### config.mk
export PLATFORM = sky130hd
export DESIGN_NAME = cfgport_top
export DESIGN_NICKNAME = d
export VERILOG_FILES = /design/src/rtl/cfgport_pkg.sv /design/src/rtl/cfgport_glob.sv /design/src/rtl/cfgport_ldev.sv /design/src/rtl/cfgport_top.sv
export SDC_FILE = /design/constraint.sdc
export NUM_CORES = 1
export LEC_CHECK = 0
export BUFFER_PORTS_ARGS = -buffer_cell sky130_fd_sc_hd__buf_4
export CAP_MARGIN = 20
export CORE_MARGIN = 2
export CORE_UTILIZATION = 40
export CTS_CLUSTER_DIAMETER = 120
export DETAILED_ROUTE_END_ITERATION = 12
export HOLD_SLACK_MARGIN = 0.06
export PLACE_DENSITY = 0.68
export SYNTH_ARGS = -nofsm -noshare
export SYNTH_HDL_FRONTEND = slang
export SYNTH_SLANG_ARGS = --single-unit
### constraint.sdc
create_clock -name clk -period 2.8 [get_ports clk]
set_input_delay 0.28 -clock clk [delete_from_list [all_inputs] [get_ports clk]]
set_output_delay 0.28 -clock clk [all_outputs]
set_load 0.01 [all_outputs]
### src/rtl/cfgport_pkg.sv
package cfgport_pkg;
  localparam int DW = 8;
  localparam int BASE_W = 2 * DW;

  localparam logic [DW-1:0] IDX_EXIT    = 8'h02;
  localparam logic [DW-1:0] IDX_LDSEL   = 8'h07;
  localparam logic [DW-1:0] IDX_DEVID   = 8'h20;
  localparam logic [DW-1:0] IDX_BANKED  = 8'h30;
  localparam logic [DW-1:0] IDX_ACT     = 8'h30;
  localparam logic [DW-1:0] IDX_MAP     = 8'h50;
  localparam logic [DW-1:0] IDX_BASE_HI = 8'h60;
  localparam logic [DW-1:0] IDX_BASE_LO = 8'h61;
  localparam logic [DW-1:0] EXIT_CODE   = 8'h02;

  localparam int NPIN   = 7;
  localparam int SLOT_W = $clog2(NPIN);

  // Pin-option bytes occupy two runs: 0x22..0x25 and 0x2B..0x2D
  function automatic logic pin_hit(input logic [DW-1:0] idx);
    return ((idx >= 8'h22) && (idx <= 8'h25)) || ((idx >= 8'h2B) && (idx <= 8'h2D));
  endfunction

  function automatic logic [SLOT_W-1:0] pin_slot(input logic [DW-1:0] idx);
    logic [DW-1:0] s;
    if (idx <= 8'h25) s = idx - 8'h22;
    else              s = idx - 8'h2B + 8'd4;
    return s[SLOT_W-1:0];
  endfunction
endpackage

### src/rtl/cfgport_glob.sv
module cfgport_glob
  import cfgport_pkg::*;
#(
  parameter logic [DW-1:0] DEV_ID  = 8'hF2,
  parameter logic [DW-1:0] PIN_RST = 8'h00
) (
  input  logic          clk,
  input  logic          rst,
  input  logic          idx_wr,
  input  logic          data_wr,
  input  logic [DW-1:0] wdata,
  output logic [DW-1:0] idx_o,
  output logic [DW-1:0] ldsel_o,
  output logic [DW-1:0] rd_byte_o,
  output logic          end_o
);
  logic [DW-1:0] idx_q, ldsel_q;
  logic [DW-1:0] pin_q [NPIN];
  logic          end_q;

  always_ff @(posedge clk) begin
    if (rst) begin
      idx_q   <= '0;
      ldsel_q <= '0;
      end_q   <= 1'b0;
      for (int i = 0; i < NPIN; i++) pin_q[i] <= PIN_RST;
    end else begin
      end_q <= 1'b0;
      if (idx_wr) begin
        idx_q <= wdata;
      end else if (data_wr) begin
        if (idx_q == IDX_EXIT) begin
          if (wdata == EXIT_CODE) begin
            end_q <= 1'b1;
            idx_q <= '0;
          end
        end else if (idx_q == IDX_LDSEL) begin
          ldsel_q <= wdata;
        end else if (pin_hit(idx_q)) begin
          pin_q[pin_slot(idx_q)] <= wdata;
        end
      end
    end
  end

  always_comb begin
    rd_byte_o = '0;
    if (idx_q == IDX_LDSEL)      rd_byte_o = ldsel_q;
    else if (idx_q == IDX_DEVID) rd_byte_o = DEV_ID;
    else if (pin_hit(idx_q))     rd_byte_o = pin_q[pin_slot(idx_q)];
  end

  assign idx_o   = idx_q;
  assign ldsel_o = ldsel_q;
  assign end_o   = end_q;

  a_r11_single_pulse: assert property (@(posedge clk) disable iff (rst)
    end_q |=> !end_q);
  a_r11_index_home: assert property (@(posedge clk) disable iff (rst)
    end_q |-> (idx_q == '0));
endmodule

### src/rtl/cfgport_ldev.sv
module cfgport_ldev
  import cfgport_pkg::*;
#(
  parameter logic [DW-1:0] LDN_ID = 8'h09
) (
  input  logic              clk,
  input  logic              rst,
  input  logic              data_wr,
  input  logic [DW-1:0]     idx,
  input  logic [DW-1:0]     ldsel,
  input  logic [DW-1:0]     wdata,
  output logic [DW-1:0]     rd_byte_o,
  output logic              en_o,
  output logic [BASE_W-1:0] base_o
);
  logic          act_q, mem_q;
  logic [DW-1:0] hi_q, lo_q;
  logic          sel;

  assign sel = (ldsel == LDN_ID) && (idx >= IDX_BANKED);

  always_ff @(posedge clk) begin
    if (rst) begin
      act_q <= 1'b0;
      mem_q <= 1'b0;
      hi_q  <= '0;
      lo_q  <= '0;
    end else if (data_wr && sel) begin
      case (idx)
        IDX_ACT:     act_q <= wdata[0];
        IDX_MAP:     mem_q <= wdata[0];
        IDX_BASE_HI: hi_q  <= wdata;
        IDX_BASE_LO: lo_q  <= wdata;
        default: ;
      endcase
    end
  end

  always_ff @(posedge clk) begin
    if (rst) begin
      en_o   <= 1'b0;
      base_o <= '0;
    end else begin
      en_o   <= act_q && !mem_q && ({hi_q, lo_q} != '0);
      base_o <= {hi_q, lo_q};
    end
  end

  always_comb begin
    rd_byte_o = '0;
    if (sel) begin
      case (idx)
        IDX_ACT:     rd_byte_o = {{(DW-1){1'b0}}, act_q};
        IDX_MAP:     rd_byte_o = {{(DW-1){1'b0}}, mem_q};
        IDX_BASE_HI: rd_byte_o = hi_q;
        IDX_BASE_LO: rd_byte_o = lo_q;
        default:     rd_byte_o = '0;
      endcase
    end
  end

  a_r7_en_needs_base: assert property (@(posedge clk) disable iff (rst)
    en_o |-> (base_o != '0));
  a_r6_base_follows: assert property (@(posedge clk) disable iff (rst)
    base_o == $past({hi_q, lo_q}));
  a_r8_foreign_write: assert property (@(posedge clk) disable iff (rst)
    (data_wr && !sel) |=> $stable({act_q, mem_q, hi_q, lo_q}));
endmodule

### src/rtl/cfgport_top.sv
module cfgport_top
  import cfgport_pkg::*;
#(
  parameter int                   NDEV     = 2,
  parameter logic [NDEV*DW-1:0]   LDN_LIST = {8'h14, 8'h09},
  parameter logic [DW-1:0]        DEV_ID   = 8'hF2,
  parameter logic [DW-1:0]        PIN_RST  = 8'h00
) (
  input  logic                     clk,
  input  logic                     rst,
  input  logic                     bus_wr,
  input  logic                     bus_rd,
  input  logic                     bus_addr,
  input  logic [7:0]               bus_wdata,
  output logic [7:0]               bus_rdata,
  output logic [NDEV-1:0]          dev_en,
  output logic [NDEV*BASE_W-1:0]   dev_base,
  output logic                     sess_end
);
  logic [DW-1:0] idx, ldsel, glob_rd;
  logic [DW-1:0] dev_rd [NDEV];
  logic [DW-1:0] bank_rd;
  logic          idx_wr, data_wr;

  assign idx_wr  = bus_wr && !bus_addr;
  assign data_wr = bus_wr &&  bus_addr;

  cfgport_glob #(.DEV_ID(DEV_ID), .PIN_RST(PIN_RST)) u_glob (
    .clk(clk), .rst(rst), .idx_wr(idx_wr), .data_wr(data_wr), .wdata(bus_wdata),
    .idx_o(idx), .ldsel_o(ldsel), .rd_byte_o(glob_rd), .end_o(sess_end)
  );

  for (genvar g = 0; g < NDEV; g++) begin : g_dev
    cfgport_ldev #(.LDN_ID(LDN_LIST[g*DW +: DW])) u_ldev (
      .clk(clk), .rst(rst), .data_wr(data_wr), .idx(idx), .ldsel(ldsel),
      .wdata(bus_wdata), .rd_byte_o(dev_rd[g]), .en_o(dev_en[g]),
      .base_o(dev_base[g*BASE_W +: BASE_W])
    );
  end

  always_comb begin
    bank_rd = '0;
    for (int i = 0; i < NDEV; i++) bank_rd = bank_rd | dev_rd[i];
  end

  always_ff @(posedge clk) begin
    if (rst)         bus_rdata <= '0;
    else if (bus_rd) bus_rdata <= bus_addr ? (glob_rd | bank_rd) : idx;
  end

  a_r12_hold: assert property (@(posedge clk) disable iff (rst)
    !$past(bus_rd) |-> $stable(bus_rdata));
  a_r3_devid: assert property (@(posedge clk) disable iff (rst)
    (bus_rd && bus_addr && idx == IDX_DEVID) |=> (bus_rdata == DEV_ID));
endmodule

==> results of run 1 <==
worst min-delay path, cell delays in order:
cell and delay (ns):
buf_4 0.18, mux2i_1 0.10, nor2_1 0.07
power groups by stage:
stage                     registers, mW  logic, mW  clock network, mW
after global placement             2.49      0.420                  0
after detailed placement           2.49      0.420                  0
after floorplan                    2.48      0.290                  0
after global routing               2.44      0.466               2.44
after CTS                          2.44      0.422               2.32
final                              2.44      0.430               2.29
metal layers:
layer / track usage / up-vias
met4: 0.0699 / 0
met2: 0.311 / 162
li1: - / 2569
met5: 0 / -
met1: 0.279 / 2593
met3: 0.0434 / 27
what timing repair did:
item / in CTS / in global routing
buffers inserted: 0 / 1
endpoints found under the setup margin: 0 / 45
gates resized for setup: 0 / 6
synthesized netlist by cell type (3+ instances only):
cell / n / area share
a211oi_1: 3 / 0.0032
a21oi_1: 7 / 0.0049
a22oi_1: 20 / 0.021
a31oi_1: 9 / 0.0079
a32oi_1: 3 / 0.0037
and2_1: 9 / 0.0079
and3_1: 8 / 0.0070
buf_2: 15 / 0.011
buf_4: 3 / 0.0032
buf_6: 6 / 0.0095
clkbuf_1: 24 / 0.013
dfxtp_1: 103 / 0.29
edfxtp_1: 56 / 0.24
ha_1: 6 / 0.011
inv_1: 14 / 0.0074
mux2i_1: 71 / 0.10
nand2_1: 66 / 0.035
nand2b_1: 11 / 0.0097
nand3_1: 12 / 0.0085
nand3_2: 4 / 0.0056
nor2_1: 113 / 0.060
nor2_2: 3 / 0.0026
nor2b_1: 35 / 0.031
nor3b_1: 4 / 0.0042
nor4_1: 10 / 0.0088
nor4b_1: 3 / 0.0037
o21ai_0: 18 / 0.013
o21ai_1: 3 / 0.0021
o221ai_1: 4 / 0.0049
o22ai_1: 10 / 0.0088
flip-flops by register name, indices dropped and copies added (netlist names), 2 cells and up:
register,count
u_glob.pin_q,64
u_glob.ldsel_o,8
g_dev.u_ldev.base_o,32
g_dev.u_ldev.en_o,2
bus_rdata,8
g_dev.u_ldev.act_q,2
u_glob.idx_o,8
g_dev.u_ldev.mem_q,2
g_dev.u_ldev.lo_q,16
g_dev.u_ldev.hi_q,16
final cells by class:
type | instances | area, um^2 | area share
multi-input combinational | 475 | 3070 | 0.364
inverter | 14 | 52.6 | 0.00623
timing repair buffer | 88 | 686 | 0.0813
sequential | 159 | 3740 | 0.444
tap | 225 | 282 | 0.0334
clock inverter | 15 | 168 | 0.0199
clock buffer | 17 | 425 | 0.0505
cell families (layout without fill, tap and decap cells):
logic type	Yosys count	in the layout
adder cells (fa/ha/maj)	6	6
flip-flops	159	159
XOR/XNOR	3	3
multiplexers	71	71
buffers and inverters	63	134
AND/OR/NAND/NOR	301	301
AO/OA/AOI/OAI	94	94
stage by stage:
stage | area (um^2) | std cells | util | setup slack, ns
2_1_floorplan | 7110 | 697 | - | 0.0141
3_3_place_gp | 7810 | 960 | 0.450 | 0.170
3_5_place_dp | 7810 | 960 | 0.450 | 0.126
4_1_cts | 8400 | 992 | 0.484 | 0.106
5_1_grt | 8430 | 993 | 0.486 | 0.0418
6_report | 8430 | 993 | 0.486 | 0.156
final timing paths:
path                                              from                               endpoint  slack, ns
hold / removal                            bus_wdata[7]   g_dev[1].u_ldev.hi_q[7]$_SDFFE_PP0P_       0.24
setup / recovery          u_glob.idx_o[7]$_SDFFE_PP0P_              bus_rdata[1]$_SDFFE_PP0P_       0.16
setup reg to reg          u_glob.idx_o[7]$_SDFFE_PP0P_              bus_rdata[1]$_SDFFE_PP0P_       0.16
hold reg to reg   g_dev[0].u_ldev.hi_q[7]$_SDFFE_PP0P_  g_dev[0].u_ldev.base_o[15]$_SDFF_PP0_       0.50
==> flow_results.org, run 1 <==
** Status
- Run status :: completed

** Clocking
- Clock tree buffer depth :: 2
- Clock Latency Late Sink :: 0.43 ns
- Buffers inserted during clock tree synthesis total 17.
- CTS Root Cell :: clkbuf_16
- Cts-stage hold buffer count :: 0
- CTS tree :: built
- Clock net sink count :: 159
- Post-CTS clock slew at the launch and capture registers of the worst setup and hold paths :: about 0.070 ns
- Count of H-tree levels built during CTS :: 4

** Die
- The die covers around 19000 um^2.
- 56 I/O pins were placed.
- The floorplan has 48 rows.
- Core area :: 17400 um^2
- Initial standard-cell utilization of the core :: 0.409
- Measured along the y axis, the die boundary spans 137 um.
- Width of the chip :: approximately 140 um

** Synthesis
- The share of the synthesized area in compound gates (AO/OA/AOI/OAI) is 0.0947.
- Post-synthesis simple-gate area fraction :: 0.215
- For this run, the register share of the synthesized area comes to 0.527.
- For this run, asynchronously set or reset flops after synthesis account for 0.
- The portion of synthesized area spent on multiplexers is 0.100.
- The cell count after synthesis came out at roughly 700.
- Post-synth net total :: 716
- Cell area after technology mapping :: around 7100 um^2
- In the synthesized netlist the dominant register cell turns out to be dfxtp_1.
- After synthesis, the netlist uses between 60 and 70 different library cells.
- By area, the combinational part of the netlist is dominated by simple AND/OR/NAND/NOR gates.
- Share of synthesized cell area in full adder, half adder and majority cells :: 0.0106
- Flop and latch count out of synthesis :: approximately 160
- A synthesized cell averages around 10 um^2.
- Post-synthesis share of cell area spent on xor and xnor gates :: 0.00898
- For this run, the number of Yosys warnings is 0.
- Number of flops mapped to enable cells by yosys :: 56

** Setup path
- Worst Reg-to-Reg Cells :: 8
- Critical-path cell with the highest stage delay :: dfxtp_1
- Ordered list of cells on the worst path :: and4bb_2 -> and3_1 -> a22oi_1 -> o22ai_1 -> a211oi_1 -> o22ai_1 -> nand2b_1 -> o21ai_1
- Type of destination of the critical path :: register
- Critical Path Start Type :: register
- Critical Setup Path Class :: register to register
- WP buf/inv :: 0
- On the critical path the largest part of the delay comes from compound AO/OA/AOI/OAI gates.
- Critical Path RT :: approximately 3.1 ns
- Signal arrival time at the worst endpoint :: 2.96 ns
- Worst-path maximum fanout :: 13
- The most numerous cell type found on the critical path is o22ai_1.
- In this design, the stage delay of the slowest critical-path cell is about 0.58 ns.
- In this run the number of cells on the critical path is 8.

** Pwr
- Sequential cell fraction of total power :: 0.473
- Of the total power, combinational logic draws 0.083.
- The share of total power dissipated in the clock network is 0.444.
- Static leakage :: 3.19 nW
- Of the total power, the share spent switching nets is 0.267.
- Total internal power :: approximately 3.8 mW
- The completed layout was analyzed and its total power is 5.16 mW.
- VDD IR max :: 0.437 mV
- Net switching component of the power :: roughly 1.4 mW
- Power per unit of standard cell area :: 612 nW/um^2

** STA
- Final sum of negative setup slack :: 0 ns
- Count of final setup violators :: 0
- Unrepaired setup endpoints after global routing :: false
- Derived from the worst setup path, the maximum achievable clock frequency is between 300 and 400 MHz.
- At the pin with the least slew margin, the transition time is 0.599 ns.
- The routed design could run at a clock period as short as 2.64 ns.
- The max-slew violation count came to 0.
- Relative slew slack :: 0.600
- Maximum clock skew at final layout :: just under 0.009 ns
- Of the available clock period, the critical path in the final layout requires 0.944.
- The total count of hold-check failures in the final report came to 0.
- Minimum hold slack :: between 0.2 and 0.25 ns

** Routing
- ANT nets after route :: 0
- Wire segments on met2 add up to ~8.5 mm in the final route.
- Detailed Routing Iterations Pass 1 :: 5
- Average wire per cell in the routed design :: 18.1 um
- For this block, wires on met1 add up to 8.17 mm.
- Met3 WL post-DR :: about 940 um
- DR DRC count :: 0
- Average via count per standard cell :: between 5 and 6
- Drt initial violations :: 550
- Via count :: 5351
- Wires add up to roughly 18 mm.
- Routed signal wires occupy layers up through met4.

** Finish
- Relative to the synthesized area, the layout overhead comes to 18.6%.
- The number of antenna diodes in the final layout is 0.
- In the layout the commonest cells are nor2_1, dfxtp_1, buf_4.
- Most common cell after layout, fill and taps aside :: nor2_1
- In the final layout, the share of cells above drive strength 1 is 0.193.
- Counting the fill cells in the layout gives roughly 1600.
- The final layout contains 774 nets.

** Placed design
- Detailed placement ended at an HPWL of 12.4 mm.
- Count of port buffers added during placement :: between 50 and 60
- At the end of routability-driven placement, the weighted congestion stood at 0.921.

** Global routing
- The first global-routing pass estimated 28.3 mm of wire.
- Vias in the first global route :: 5009
- Number of antenna violations at the first check in global routing :: 0
- Total global routing overflow :: 0
- Entering global routing, the biggest net connects between 40 and 50 pins.
- Across every metal layer, demand over resource in global routing totals 0.201.

** Hold path
- Class of the tightest hold or removal check :: primary input to register
- The worst hold path was traced through 3 stages.

** Job
- Maximum Capacitance Violations :: 0
Power figures use the tool's default switching activity.
==> inputs of run 2 (changes only) <==
--- a/config.mk
+++ b/config.mk
@@ -5,6 +5,7 @@
 export SDC_FILE = /design/constraint.sdc
 export NUM_CORES = 1
 export LEC_CHECK = 0
+export ABC_CLOCK_PERIOD_IN_PS = 2800
 export BUFFER_PORTS_ARGS = -buffer_cell sky130_fd_sc_hd__buf_4
 export CAP_MARGIN = 20
 export CORE_MARGIN = 2
@@ -13,6 +14,7 @@
 export DETAILED_ROUTE_END_ITERATION = 12
 export HOLD_SLACK_MARGIN = 0.06
 export PLACE_DENSITY = 0.68
+export RECOVER_POWER = 25
 export SYNTH_ARGS = -nofsm -noshare
 export SYNTH_HDL_FRONTEND = slang
 export SYNTH_SLANG_ARGS = --single-unit
==> flow_results.org, run 2 (synthesis results as in run 1) <==
** Finish
- Ranked by flip-flop count, first place goes to u_glob.pin_q.
- The count of fill cells added during filler insertion is 1656 (+2.4%).
- The count of nets after finishing was 774 (unchanged).
- Share of cells above drive strength 1 :: 0.151 (-0.0417)
- The top cell types in the final layout, fill and taps aside, are nor2_1, dfxtp_1, mux2i_1.
- Number of diodes added for antenna fixing :: 0 (unchanged)
- Flip-flop count of the largest register, all copies and words added :: 64 (unchanged)
- Count of non-filler cells in the finished layout :: 993 (unchanged)
- Leaving out fill and tap cells, the most frequent cell in the layout is nor2_1.
- The largest registers in the layout are u_glob.pin_q (64), g_dev.u_ldev.base_o (32).
- Relative to the synthesized area, the layout overhead comes to 16.9%.

** Die
- The core box area came to 17400 um^2 (unchanged).
- The die span in x is 137 um (unchanged).
- Std cell rows :: 48 (unchanged)
- Full die area :: 18800 um^2 (unchanged)
- IO Pins :: 56 (unchanged)
- The y dimension of the die came to 137 um (unchanged).
- Initial standard-cell utilization of the core :: 0.409 (unchanged)

** Status
- The final reports fail on capacitance limit, slew limit.
- The run finished, with violations left.

** Routing
- The routed wirelength normalized by instance count came to 18.1 um (about the same).
- Via count :: 5345 (-0.11%)
- Drt initial violations :: 559 (+1.6%)
- DR DRC count :: 0 (unchanged)
- The number of iterations in the first detailed-routing pass was 5 (unchanged).
- The antenna violation net count after detailed routing came to 0 (unchanged).
- The routed wire length is 18.0 mm (about the same).
- Average via count per standard cell :: 5.38 (-0.11%)

** Clocking
- CTS Root Cell :: clkbuf_16
- Clock tree buffer depth :: 2 (unchanged)
- CTS tree :: built
- Count of H-tree levels built during CTS :: 4 (unchanged)
- Clock net sink count :: 159 (unchanged)
- Post-CTS clock slew at the launch and capture registers of the worst setup and hold paths :: 0.07 ns (about the same)
- Number of buffers inserted during clock tree synthesis :: 17 (unchanged)
- The clock latency on the worst-skew pair was 0.43 ns (about the same).

** Hold path
- Hold path depth :: 3 (unchanged)
- Class of the tightest hold or removal check :: primary input to register

** Placed design
- The placed instance count is 960 (unchanged).
- The half-perimeter wire length after detailed placement came to 12.4 mm (unchanged).
- The global placer's final weighted congestion came to 0.921 (unchanged).
- The number of buffers inserted by port buffering was 55 (unchanged).

** Setup path
- Critical Setup Path Class :: register to register
- The required time of the critical path is 2.89 ns (-0.23 ns).
- Signal arrival time at the worst endpoint :: 2.75 ns (-0.21 ns)
- Worst Reg-to-Reg Cells :: 6 (-2)
- Critical Path Start Type :: register
- The largest driver fanout on the critical path came to 9 (-4).
- Type of destination of the critical path :: register

** Global routing
- Number of antenna violations at the first check in global routing :: 0 (unchanged)
- The total track usage is 0.201 (unchanged).
- The total global routing overflow was 0 (unchanged).
- The global-route track usage on met1 was 0.279 (unchanged).
- In this run the most used layer during global routing was met2.
- First-pass GRT wire length :: 28.3 mm (unchanged)
- The met2 usage in global routing is 0.311 (unchanged).
- The met3 capacity usage during global routing came to 0.0434 (unchanged).
- Pin count of the biggest net entering global routing :: 43 (unchanged)
- Vias in the first global route :: 5009 (unchanged)

** Pwr
- The power per cell area came to 621 nW/um^2 (+1.4%).
- Static leakage :: 3.06 nW (-4.3%)
- The peak supply drop is 0.436 mV (-0.19%).

** STA
- Relative slew slack :: -0.116 (-0.716)
- Unrepaired setup endpoints after global routing :: false
- Final sum of negative setup slack :: 0 ns (unchanged)
- Count of final setup violators :: 0 (unchanged)
- Maximum clock skew at final layout :: 0.00957 ns (+0.000625 ns)
- The final period utilization was 0.949 (+0.00457).
- Final Critical Period :: 2.66 ns (+0.0128 ns)
- Slew @ Worst Pin :: 1.67 ns (+1.07 ns)
- Fin. Hold Viols :: 0 (unchanged)
- The maximum clock frequency is 376 MHz (-0.48%).
- Number of pins with negative max-slew slack in the final report :: 43 (+43)

** Job
- The total of max-cap violations came to 1 (+1).
-- run 2: cell count changes in the layout (fill, tap and decap cells not counted), sizes merged --
cell,previous run,this run
clkbuf,17,49
buf,88,56
-- run 2: area by class of cell --
cell class                      count  area (um^2)  area share
Multi-Input combinational cell    475         3070       0.370
Timing Repair Buffer               88          566      0.0681
Clock inverter                     15          168      0.0202
Inverter                           14         52.6     0.00632
Clock buffer                       17          425      0.0512
Sequential cell                   159         3740       0.451
Tap cell                          225          282      0.0339
-- run 2: final timing paths --
check | end | slack (ns) | start
worst min register to register | g_dev[0].u_ldev.base_o[15]$_SDFF_PP0_ | 0.50 | g_dev[0].u_ldev.hi_q[7]$_SDFFE_PP0P_
worst min-delay path | g_dev[1].u_ldev.hi_q[7]$_SDFFE_PP0P_ | 0.24 | bus_wdata[7]
worst max register to register | u_glob.pin_q[0][5]$_SDFFCE_PN0P_ | 0.14 | u_glob.idx_o[5]$_SDFFE_PP0P_
worst max-delay path | u_glob.pin_q[0][5]$_SDFFCE_PN0P_ | 0.14 | u_glob.idx_o[5]$_SDFFE_PP0P_
-- run 2: per-stage QoR --
stage | hold WS, ns | total power, mW | utilization | setup slack (ns) | area [um^2]
2_1_floorplan | 0.427 | 2.77 | - | 0.0141 | 7110
3_3_place_gp | 0.479 | 2.91 | 0.450 | 0.170 | 7810
3_5_place_dp | 0.491 | 2.91 | 0.450 | 0.126 | 7810
4_1_cts | 0.223 | 5.19 | 0.484 | 0.106 | 8400
5_1_grt | 0.229 | 5.35 | 0.479 | 0.0418 | 8310
6_report | 0.239 | 5.16 | 0.479 | 0.143 | 8310
-- run 2: what timing repair did --
action / in CTS / in global routing
hold buffers: 0 / 0
buffers inserted: 0 / 1
setup endpoints to repair: 0 / 45
gates resized for setup: 0 / 6
hold endpoints to repair: 0 / 0
-- run 2: worst max-delay path: stages, from the launching register on --
cell and delay (ns):
dfxtp_1 0.51, or4b_4 0.54, o32a_1 0.39, o221a_4 0.13
nor2_1 0.29, nand3_2 0.12, nand2b_1 0.33
-- run 2: power breakdown --
group          internal, mW  leakage [nW]  switching (mW)
Combinational         0.166          1.35           0.263
Clock                  1.20         0.288            1.09
Sequential             2.42          1.42          0.0241
-- run 2: routing by layer --
metal / share of wire / vias to the layer above
met5: 0 / -
met4: 0.023 / 0
met3: 0.057 / 32
met2: 0.47 / 156
met1: 0.45 / 2593
li1: - / 2564
==> inputs of run 3 (changes only) <==
--- a/config.mk
+++ b/config.mk
@@ -9,11 +9,11 @@
 export BUFFER_PORTS_ARGS = -buffer_cell sky130_fd_sc_hd__buf_4
 export CAP_MARGIN = 20
 export CORE_MARGIN = 2
-export CORE_UTILIZATION = 40
+export CORE_UTILIZATION = 39
 export CTS_CLUSTER_DIAMETER = 120
 export DETAILED_ROUTE_END_ITERATION = 12
 export HOLD_SLACK_MARGIN = 0.06
-export PLACE_DENSITY = 0.68
+export PLACE_DENSITY = 0.67
 export RECOVER_POWER = 25
 export SYNTH_ARGS = -nofsm -noshare
 export SYNTH_HDL_FRONTEND = slang
==> flow_results.org, run 3 (synthesis results as in run 1) <==
** Status
- Run status :: completed

** Setup path
- The logic depth of the worst register-to-register path was 8 (+2).
- The startpoint identified for the worst register-to-register timing path is u_glob.idx_o[3]$_SDFFE_PP0P_.
- Critical Path Start Type :: register
- Signal arrival time at the worst endpoint :: 2.72 ns (-0.03 ns)
- Critical Setup Path Class :: register to register
- The worst setup path is captured at a register.
- Critical Path RT :: 2.88 ns (about the same)
- The biggest cell delay along the critical path was 0.61 ns (+0.07 ns).
- Most prevalent standard cell on the critical path :: nor2_1
- Worst-path maximum fanout :: 13 (+4)
- Kind of cell with the highest combined delay on the critical path :: simple AND/OR/NAND/NOR gates
- The endpoint identified for the worst register-to-register timing path is u_glob.pin_q[1][7]$_SDFFCE_PN0P_.
- Traced cell by cell, the critical path runs through nor2_1 -> and3_1 -> nor2_1 -> nand3_1 -> nor2_1 -> buf_4 -> nand3_2 -> nand2b_1.
- The sum of buffers and inverters on the critical path came to 1 (+1).
- Critical-path cell with the highest stage delay :: dfxtp_1
- The register-to-register path setup slack is 0.16 ns (+0.02 ns).

** Global routing
- The total track usage is 0.188 (-0.0130).
- Pin count of the biggest net entering global routing :: 61 (+42%)
- The via count of the first global-routing pass was 5093 (+1.7%).
- The total global routing overflow is 0 (unchanged).
- The number of antenna violations at the first check in global routing came to 0 (unchanged).
- First-pass GRT wire length :: 28.1 mm (-0.63%)

** Hold path
- The worst hold path begins at rst.
- Worst Hold Endpoint :: u_glob.pin_q[6][7]$_SDFFE_PP0P_
- Hold path depth :: 2 (-1)
- The tightest min-delay check is of the primary input to register type.

** Placed design
- Half-perimeter wire length after placement :: 12.7 mm (+2.2%)
- Count of port buffers added during placement :: 55 (unchanged)
- The placed instance count is 965 (+0.52%).
- The worst setup slack before clock tree synthesis was 0.0318 ns (-0.0938 ns).
- Gpl congestion :: 0.881 (-4.3%)

** Clocking
- Clock tree buffer depth :: 2 (unchanged)
- The number of buffers added for setup after CTS was 0 (unchanged).
- Clock Latency Late Sink :: 0.43 ns (about the same)
- The number of levels the H-tree was split into came to 4 (unchanged).
- CTS tree :: built
- The root buffer cell chosen for the clock tree is clkbuf_16.
- Clock net sink count :: 159 (unchanged)
- The clock-pin slew on the worst setup and hold paths came to 0.07 ns (about the same).
- The count of hold-fix buffers inserted at cts was 0 (unchanged).
- # resized after CTS :: 0 (unchanged)
- The CTS buffer count was 17 (unchanged).

** Finish
- u_glob.pin_q holds more flip-flops than any other register.
- # nets final :: 774 (unchanged)
- Flip-flop count of the largest register, all copies and words added :: 64 (unchanged)
- Share of cells above drive strength 1 :: 0.199 (+0.0482)
- The library cell used most frequently in the layout, excluding fill and tap cells, is nor2_1.
- The final core utilization is 0.474 (-0.00522).
- Top library cells by usage in the layout, fill and taps aside :: nor2_1, dfxtp_1, buf_4
- The non-filler instance count after layout is 997 (+0.40%).
- The diode insertion count for antenna repair is 0 (unchanged).
- The largest registers in the layout are u_glob.pin_q (64), g_dev.u_ldev.base_o (32).
- Area added between synthesis and finish :: 19.3%

** Die
- The count of pins on the block boundary came to 56 (unchanged).
- The core box area is 17900 um^2 (+3.1%).
- The die footprint was 19300 um^2 (+2.5%).
- Std cell rows :: 49 (+2.1%)
- Width of the chip :: 139 um (+1.2%)
- Initial standard-cell utilization of the core :: 0.397 (-0.0125)
- Vertical extent of the die :: 139 um (+1.2%)

** STA
- Relative slew slack :: 0.604 (+0.720)
- The max-slew violation count came to 0 (-100%).
- The actual slew at the worst max-slew pin was 0.594 ns (-1.08 ns).
- The worst clock skew came to 0.00854 ns (-0.00103 ns).
- The maximum clock frequency is 379 MHz (+0.74%).
- The final period utilization was 0.942 (-0.00699).
- Fin. Hold Viols :: 0 (unchanged)
- The setup slack of the critical path after layout is 0.162 ns (+0.0196 ns).
- Unrepaired setup endpoints after global routing :: true
- Final Critical Period :: 2.64 ns (-0.0196 ns)
- The final count of negative-setup-slack endpoints is 0 (unchanged).

** Routing
- The routed wire length came to 18.1 mm (+0.57%).
- The antenna violation net count after detailed routing is 0 (unchanged).
- The violation count after the first detailed-routing iteration is 493 (-12%).
- DR DRC count :: 0 (unchanged)
- The number of iterations in the first detailed-routing pass is 5 (unchanged).
- The via density per instance came to 5.42 (+0.62%).
- The overall via count from detail_route was 5400 (+1.0%).
- Average wire per cell in the routed design :: 18.2 um (+0.16%)

** Pwr
- VDD IR max :: 0.446 mV (+2.4%)
- Power per unit of standard cell area :: 618 nW/um^2 (-0.42%)
- The leakage power is 3.20 nW (+4.7%).

** Job
- Maximum Capacitance Violations :: 0 (-1)
[run 3: final cells by class]
cell class / instances / area [um^2]
Clock inverter: 14 / 174
Tap cell: 229 / 287
Sequential cell: 159 / 3750
Fill cell: 1690 / 9430
Clock buffer: 18 / 450
Multi-Input combinational cell: 475 / 3080
Timing Repair Buffer: 88 / 686
Inverter: 14 / 52.6
[run 3: how the worst max path moves through the flow]
stage                                  from                          endpoint  slack [ns]  cells past startpoint
5_1_grt        u_glob.idx_o[0]$_SDFFE_PP0P_         bus_rdata[5]$_SDFFE_PP0P_       -0.12                     12
2_1_floorplan  u_glob.idx_o[0]$_SDFFE_PP0P_  u_glob.pin_q[4][0]$_SDFFCE_PN0P_        0.01                     10
4_1_cts        u_glob.idx_o[1]$_SDFFE_PP0P_  u_glob.pin_q[4][2]$_SDFFCE_PN0P_        0.02                     10
3_3_place_gp   u_glob.idx_o[1]$_SDFFE_PP0P_  u_glob.pin_q[4][2]$_SDFFCE_PN0P_         0.1                     10
3_5_place_dp   u_glob.idx_o[1]$_SDFFE_PP0P_  u_glob.pin_q[4][0]$_SDFFCE_PN0P_        0.03                     10
6_report       u_glob.idx_o[3]$_SDFFE_PP0P_  u_glob.pin_q[1][7]$_SDFFCE_PN0P_        0.16                      8
[run 3: worst register-to-register path, cell delays in order, from the launching register on]
cell      delay (ns)
dfxtp_1         0.61
nor2_1          0.12
and3_1          0.22
nor2_1          0.21
nand3_1         0.27
nor2_1          0.21
buf_4           0.23
nand3_2         0.10
nand2b_1        0.33
[run 3: power by group]
part | leakage (nW) | switching (mW) | internal (mW) | total (mW)
registers | 1.42 | 0.0282 | 2.42 | 2.45
clock network | 0.298 | 1.04 | 1.33 | 2.37
logic | 1.48 | 0.263 | 0.161 | 0.424
total | 3.20 | 1.33 | 3.91 | 5.24
[run 3: metrics by stage]
step | total power [mW] | hold WS, ns | area [um^2] | setup TNS [ns]
3_3_place_gp | 2.91 | 0.475 | 7820 | 0
4_1_cts | 5.27 | 0.194 | 8440 | 0
3_5_place_dp | 2.91 | 0.481 | 7820 | 0
2_1_floorplan | 2.77 | 0.427 | 7110 | 0
5_1_grt | 5.40 | 0.208 | 8480 | -0.195
6_report | 5.24 | 0.208 | 8480 | 0
[run 3: layer usage]
| metal | vias up | GRT usage | routed length (um) |
|---|---|---|---|
| li1 | 2565 | - | - |
| met1 | 2610 | 0.257 | 7970 |
| met2 | 191 | 0.295 | 8650 |
| met3 | 34 | 0.0356 | 989 |
| met4 | 0 | 0.0787 | 505 |
| met5 | - | 0 | 0 |
